$ cat src/rtl/rcause_pkg.sv
// Package: bit positions, implemented mask and configuration codes shared by
// the reset cause status register and its checker. Assumes a 16-bit register.
package rcause_pkg;
    localparam int REG_W = 16;

    localparam int B_POR    = 0;
    localparam int B_BOR    = 1;
    localparam int B_IDLE   = 2;
    localparam int B_SLEEP  = 3;
    localparam int B_WDTO   = 4;
    localparam int B_WDTSW  = 5;
    localparam int B_SWRST  = 6;
    localparam int B_PINRST = 7;
    localparam int B_CFGMIS = 9;
    localparam int B_BORSW  = 13;
    localparam int B_BADOP  = 14;
    localparam int B_TRAP   = 15;

    localparam logic [REG_W-1:0] IMPL_MASK =
        (REG_W'(1) << B_POR)   | (REG_W'(1) << B_BOR)    | (REG_W'(1) << B_IDLE)   |
        (REG_W'(1) << B_SLEEP) | (REG_W'(1) << B_WDTO)   | (REG_W'(1) << B_WDTSW)  |
        (REG_W'(1) << B_SWRST) | (REG_W'(1) << B_PINRST) | (REG_W'(1) << B_CFGMIS) |
        (REG_W'(1) << B_BORSW) | (REG_W'(1) << B_BADOP)  | (REG_W'(1) << B_TRAP);

    localparam logic [REG_W-1:0] POR_VALUE = (REG_W'(1) << B_POR) | (REG_W'(1) << B_BOR);

    localparam logic [1:0] WDT_CFG_FORCE = 2'b11;
    localparam logic [1:0] BOR_CFG_SW    = 2'b01;
endpackage

$ cat src/rtl/rcause_event_map.sv
// Event map: turns the hardware event pulses into per-bit set and clear
// vectors. Purely combinational. Assumes each pulse lasts one clock cycle.
module rcause_event_map
    import rcause_pkg::*;
(
    input  logic             evt_bor,
    input  logic             evt_pin_rst,
    input  logic             evt_sw_rst,
    input  logic             evt_wdt_expire,
    input  logic             evt_trap_clash,
    input  logic             evt_bad_opcode,
    input  logic             evt_cfg_mismatch,
    input  logic             evt_power_save,
    input  logic             power_save_mode,
    input  logic             evt_wdt_kick,
    output logic [REG_W-1:0] set_vec,
    output logic [REG_W-1:0] clr_vec
);
    // Build the set vector from the cause events.
    always_comb begin
        set_vec           = '0;
        set_vec[B_BOR]    = evt_bor;
        set_vec[B_PINRST] = evt_pin_rst;
        set_vec[B_SWRST]  = evt_sw_rst;
        set_vec[B_WDTO]   = evt_wdt_expire;
        set_vec[B_TRAP]   = evt_trap_clash;
        set_vec[B_BADOP]  = evt_bad_opcode;
        set_vec[B_CFGMIS] = evt_cfg_mismatch;
        set_vec[B_SLEEP]  = evt_power_save & ~power_save_mode;
        set_vec[B_IDLE]   = evt_power_save &  power_save_mode;
    end

    // Only the watchdog flag has a hardware clear other than power-on.
    always_comb begin
        clr_vec         = '0;
        clr_vec[B_WDTO] = evt_wdt_kick | evt_power_save;
    end
endmodule

$ cat src/rtl/rcause_flag_cell.sv
// Flag cell: one sticky status bit. The priority, highest first, is power-on
// value, hardware set, hardware clear, software write, then hold.
// Assumes a synchronous active-low reset that loads the power-on value.
module rcause_flag_cell #(
    parameter logic POR_VAL = 1'b0
) (
    input  logic clk,
    input  logic rst_n,
    input  logic por,
    input  logic hw_set,
    input  logic hw_clr,
    input  logic sw_we,
    input  logic sw_d,
    output logic q
);
    // Update the flag by fixed priority.
    always_ff @(posedge clk) begin
        if (!rst_n || por) q <= POR_VAL;
        else if (hw_set)   q <= 1'b1;
        else if (hw_clr)   q <= 1'b0;
        else if (sw_we)    q <= sw_d;
    end
endmodule

$ cat src/rtl/rcause_cfg_resolve.sv
// Configuration resolve: merges the software enable bits with their
// configuration codes. Combinational. Assumes codes are static or slow-changing.
module rcause_cfg_resolve
    import rcause_pkg::*;
(
    input  logic       wdt_sw_bit,
    input  logic       bor_sw_bit,
    input  logic [1:0] cfg_wdt_mode,
    input  logic [1:0] cfg_bor_mode,
    output logic       wdt_enable,
    output logic       bor_sw_enable
);
    // The forcing code overrides the software watchdog bit.
    always_comb wdt_enable = (cfg_wdt_mode == WDT_CFG_FORCE) | wdt_sw_bit;

    // The software brown-out bit only counts when the code selects software control.
    always_comb bor_sw_enable = (cfg_bor_mode == BOR_CFG_SW) & bor_sw_bit;
endmodule

$ cat src/rtl/rcause_status.sv
// Reset cause status register top. It instantiates one flag cell per
// implemented bit, ties unimplemented bits to 0 and resolves effective enables.
// Assumes event inputs are synchronous to clk.
module rcause_status
    import rcause_pkg::*;
(
    input  logic             clk,
    input  logic             rst_n,
    input  logic             evt_por,
    input  logic             evt_bor,
    input  logic             evt_pin_rst,
    input  logic             evt_sw_rst,
    input  logic             evt_wdt_expire,
    input  logic             evt_trap_clash,
    input  logic             evt_bad_opcode,
    input  logic             evt_cfg_mismatch,
    input  logic             evt_power_save,
    input  logic             power_save_mode,
    input  logic             evt_wdt_kick,
    input  logic [1:0]       cfg_wdt_mode,
    input  logic [1:0]       cfg_bor_mode,
    input  logic             wr_en,
    input  logic [REG_W-1:0] wr_data,
    output logic [REG_W-1:0] rd_data,
    output logic             wdt_enable,
    output logic             bor_sw_enable
);
    logic [REG_W-1:0] set_vec;
    logic [REG_W-1:0] clr_vec;
    logic [REG_W-1:0] flag_q;

    rcause_event_map u_map (
        .evt_bor          (evt_bor),
        .evt_pin_rst      (evt_pin_rst),
        .evt_sw_rst       (evt_sw_rst),
        .evt_wdt_expire   (evt_wdt_expire),
        .evt_trap_clash   (evt_trap_clash),
        .evt_bad_opcode   (evt_bad_opcode),
        .evt_cfg_mismatch (evt_cfg_mismatch),
        .evt_power_save   (evt_power_save),
        .power_save_mode  (power_save_mode),
        .evt_wdt_kick     (evt_wdt_kick),
        .set_vec          (set_vec),
        .clr_vec          (clr_vec)
    );

    // One cell per implemented position; the rest are constant 0.
    for (genvar i = 0; i < REG_W; i++) begin : g_bit
        if (IMPL_MASK[i]) begin : g_cell
            rcause_flag_cell #(.POR_VAL(POR_VALUE[i])) u_cell (
                .clk    (clk),
                .rst_n  (rst_n),
                .por    (evt_por),
                .hw_set (set_vec[i]),
                .hw_clr (clr_vec[i]),
                .sw_we  (wr_en),
                .sw_d   (wr_data[i]),
                .q      (flag_q[i])
            );
        end else begin : g_tie
            assign flag_q[i] = 1'b0;
        end
    end

    rcause_cfg_resolve u_cfg (
        .wdt_sw_bit    (flag_q[B_WDTSW]),
        .bor_sw_bit    (flag_q[B_BORSW]),
        .cfg_wdt_mode  (cfg_wdt_mode),
        .cfg_bor_mode  (cfg_bor_mode),
        .wdt_enable    (wdt_enable),
        .bor_sw_enable (bor_sw_enable)
    );

    // Read port shows the flag register directly.
    always_comb rd_data = flag_q;
endmodule

$ cat config.mk
export PLATFORM = sky130hd
export DESIGN_NAME = rcause_status
export DESIGN_NICKNAME = d
export VERILOG_FILES = /design/src/rtl/rcause_pkg.sv /design/src/rtl/rcause_event_map.sv /design/src/rtl/rcause_flag_cell.sv /design/src/rtl/rcause_cfg_resolve.sv /design/src/rtl/rcause_status.sv
export SDC_FILE = /design/constraint.sdc
export NUM_CORES = 1
export LEC_CHECK = 0
export BUFFER_PORTS_ARGS = -buffer_cell sky130_fd_sc_hd__buf_4
export CAP_MARGIN = 20
export CORE_AREA = 5 5 55 57
export DETAILED_ROUTE_END_ITERATION = 7
export DIE_AREA = 0 0 60 62
export HOLD_SLACK_MARGIN = 0.05
export PLACE_DENSITY = 0.74
export SYNTH_ARGS = -nofsm -noshare
export SYNTH_HDL_FRONTEND = slang
export SYNTH_HIERARCHICAL = 1
export SYNTH_SLANG_ARGS = --single-unit
$ cat constraint.sdc
create_clock -name clk -period 0.8 [get_ports clk]
set_clock_uncertainty 0.1 [all_clocks]
set_input_delay 0.2 -clock clk [delete_from_list [all_inputs] [get_ports clk]]
set_output_delay 0.2 -clock clk [all_outputs]
set_load 0.02 [all_outputs]
== After elaboration in Yosys (flattened, before gate mapping) ==
Index checks and enable logic that the tools add are counted.
Cells by class
  mux-type cells: 17
  equal/unequal tests: 2
  reductions and logical operators: 11
  bitwise gates (word level): 6
Operators with widths (number)
  $mux W1: 17
  $reduce_bool A2 Y1: 7
  $and A1 B1 Y1: 3
  $reduce_bool A3 Y1: 1
  $eq A2 B1 Y1 const B: 1
  $eq A2 B2 Y1 const B: 1
  $or A1 B1 Y1: 2
  $reduce_or A2 Y1: 1
  $logic_not A1 Y1: 1
  $logic_or A1 B1 Y1: 1
  $not A1 Y1: 1
Storage, ports and cells
  bits in registers: 12
  output and inout port bits: 18
  logic and storage cells: 48
  input bits: 34

== Longest topological paths before layout ==
  word-level depth: 3
  gate-level depth with buffers: 3
  mapped depth without buffers: 3

== Hierarchy ==
The synthesis kept the hierarchy.
By module, submodules not included
  rcause_flag_cell at g_bit[13].g_cell.u_cell ...: area each 57.6 um^2, sequential area each 20.0 um^2, times used 10, cells an instance 5
  rcause_event_map: area each 240.2 um^2, sequential area each 0.0 um^2, times used 1, cells an instance 33
  rcause_flag_cell at g_bit[0].g_cell.u_cell ...: area each 46.3 um^2, sequential area each 20.0 um^2, times used 2, cells an instance 4
  rcause_status: area each 33.8 um^2, sequential area each 0.0 um^2, times used 1, cells an instance 5
  rcause_cfg_resolve: area each 16.3 um^2, sequential area each 0.0 um^2, times used 1, cells an instance 2

== Worst setup path after synthesis ==
Ideal clock, no wire load.
  path type: reg2out
  start: register g_bit[13].g_cell.u_cell.q
  end: output bor_sw_enable
  path buffers: 0
  cell stages (with the launch flop): 2
  slack: -0.230 ns
  data arrival time: 0.730 ns
  required time: 0.500 ns
  cell sequence: dfxtp_1 and3b_1
On the way
  word-level cells in the longest chain between the ends: 1
RTL lines
  from (decl): RTL line rcause_flag_cell.sv:14  | output logic q
  from (signal assigned): RTL line rcause_flag_cell.sv:21  | else if (sw_we) q <= sw_d;
  $and A1 B1 Y1: RTL line rcause_cfg_resolve.sv:17  | always_comb bor_sw_enable = (cfg_bor_mode == BOR_CFG_SW) & bor_sw_bit;
  to (decl): RTL line rcause_status.sv:26  | output logic bor_sw_enable
No other way between the ends.

== Worst setup path in the final report ==
Same ends and word-level chain as after synthesis.

==> results.py <==
metrics = {
    "global_routing": {
        "grt_pass1_vias": 765,
        "grt_max_degree": 23,
        "grt_pass1_wl_um": 3330,
        "grt_antenna_before_repair": 0,
        "grt_use_total": 0.121,
        "gr-total-overflow": 0,
    },
    "cells_and_area": {
        "drive_gt1_frac": 0.607,
        "antenna_cells": 0,
        "layout.cells.non_filler": 165,
        "largest_reg_flops": 12,
        "synthToLayoutAreaGrowth_pct": 48.3,
        "largest_register": "g_bit.g_cell.u_cell/q",
        "top_regs": "g_bit.g_cell.u_cell/q: 12 flops",
        "fin_nets": 170,
    },
    "floorplan": {
        "die_y_um": 62,
        "start_util": 0.369,
        "core_um2": 2430,
        "die-area_um2": 3720,
        "row_count": 18,
        "io_pins": 52,
        "dieWidth_um": 60,
    },
    "hold_path": {
        "hold_class": "in2reg",
    },
    "critical_path": {
        "startpoint_type": "register",
        "cp_data_required_time_ns": 0.50,
        "path_max_fanout": 2,
        "path_cells": "and3b_2 > buf_6",
        "critPathSlowestCell": "dfxtp_4",
        "crit_type": "reg2out",
        "arrival_ns": 0.93,
        "cpPeakStageDelay_ns": 0.35,
        "end_kind": "primary output",
    },
    "power_and_ir_drop": {
        "power.leakage_uw": 0.000676,
        "fin_total_pwr_uw": 1510,
        "p_switching_uw": 444,
        "p_int_uw": 1060,
        "seqPwrFrac": 0.425,
        "peakVddDrop_mv": 0.586,
        "p_sw_frac": 0.294,
        "powerDensity_nw_per_um2": 1130,
        "pwr-share-clk": 0.245,
        "pwr-share-comb": 0.330,
    },
    "detailed_routing": {
        "dr.pass1.iters": 2,
        "ant_nets": 0,
        "totalWireLength_um": 2120,
        "drt_iter0_markers": 24,
        "post_drt_wl_per_cell_um": 12.9,
        "vias": 734,
        "drc": 0,
        "vias_per_cell": 4.45,
    },
    "placed_design": {
        "place_inst": 159,
        "place.detailed.hpwl_um": 1600,
        "gp_congestion": 0.651,
        "numPortBuffers": 43,
        "pre_cts_ws_ns": -0.250,
    },
    "clock_network": {
        "cts_num_sinks": 12,
        "clk_path_buf_depth": 2,
        "cts_tree": "done",
        "clkTransAtPathRegs_ns": 0.07,
        "htree_levels": 1,
        "clk-insertion-delay-late_ns": 0.26,
        "numCtsBuffers": 3,
        "root_buffer": "clkbuf_4",
    },
    "sta": {
        "hold_ws_ns": 0.0350,
        "fin_setup_tns_ns": -4.16,
        "fin_crit_sh": 1.53,
        "setup_viol_count_final": 23,
        "max_freq_mhz": 816,
        "period_minus_slack_ns": 1.23,
        "finalHoldViolCount": 0,
        "rsz0062_at_grt": "yes",
        "slew_violations": 0,
        "setup_slack_ns": -0.426,
    },
    "run_status": {
        "status": "finished, violations left",
        "violations": "setup timing",
    },
    "yosys": {
        "ys_warn_count": 6,
        "synthCells": 90,
        "syn-mean-instance-area_um2": 9.98,
        "syn_area_um2": 898,
    },
    "run": {
        "cap_violations": 0,
    },
}
-- cells in the final DEF, fill, tap and decap left out, drive strengths merged --
cell	n
clkbuf	3
nand3b	10
conb	18
dfxtp	12
clkinv	1
o211ai	2
o41ai	10
nor2	2
nor2b	1
buf	50
and2	1
or2	1
inv	10
a21o	1
and3b	1
mux2i	12
-- routing by layer --
metal	track usage	part of all wire	vias up
met1	0.129	0.37	339
li1	-	-	366
met5	0	0	-
met3	0.0207	0.076	2
met2	0.235	0.54	27
met4	0.0475	0.0047	0
-- worst max-delay path: cells and delay by family (launching register included) --
family	cells	cell delay, ns
DFF	1	0.35
and+or+nand+nor	1	0.19
buffers and inverters	1	0.13
-- power groups by stage --
stage	combinational [uW]	clock, uW	sequential, uW
final	497	370	641
after global routing	536	435	646
after CTS	487	414	641
after detailed placement	449	0	648
after global placement	434	0	646
after floorplan	247	0	687
-- repair_timing --
| item | CTS | global route |
|---|---|---|
| buffers inserted | 2 | 1 |
| endpoints found under the hold margin | 1 | 1 |
| endpoints found under the setup margin | 24 | 26 |
| pin swaps | 1 | 1 |
| gates resized for setup | 18 | 4 |
-- worst paths after layout --
check | from | depth (start not counted) | end | slack [ns]
min reg2reg | g_bit[0].g_cell.u_cell/q$_SDFFE_PP1P_ | 2 | g_bit[0].g_cell.u_cell/q$_SDFFE_PP1P_ | 0.47
max | g_bit[13].g_cell.u_cell/q$_SDFFE_PP0P_ | 2 | bor_sw_enable | -0.43
min | evt_bor | 3 | g_bit[1].g_cell.u_cell/q$_SDFFE_PP1P_ | 0.04
max reg2reg | g_bit[13].g_cell.u_cell/q$_SDFFE_PP0P_ | 3 | g_bit[13].g_cell.u_cell/q$_SDFFE_PP0P_ | -0.15
-- layout make-up --
type / instances / area (um2)
fillers: 227 / 1100
multi-input cells: 59 / 518
repair buffers: 50 / 435
flip-flops and latches: 12 / 278
inverters: 10 / 37.5
well taps: 30 / 37.5
clock buffers: 3 / 22.5
clock inverters: 1 / 3.75
-- per-stage QoR --
step,cell area (um2),util
floorplan,997,-
global placement,1210,0.496
detailed placement,1210,0.496
CTS,1320,0.541
global route,1330,0.548
finish,1330,0.548
(Power assumes the default switching activity.)
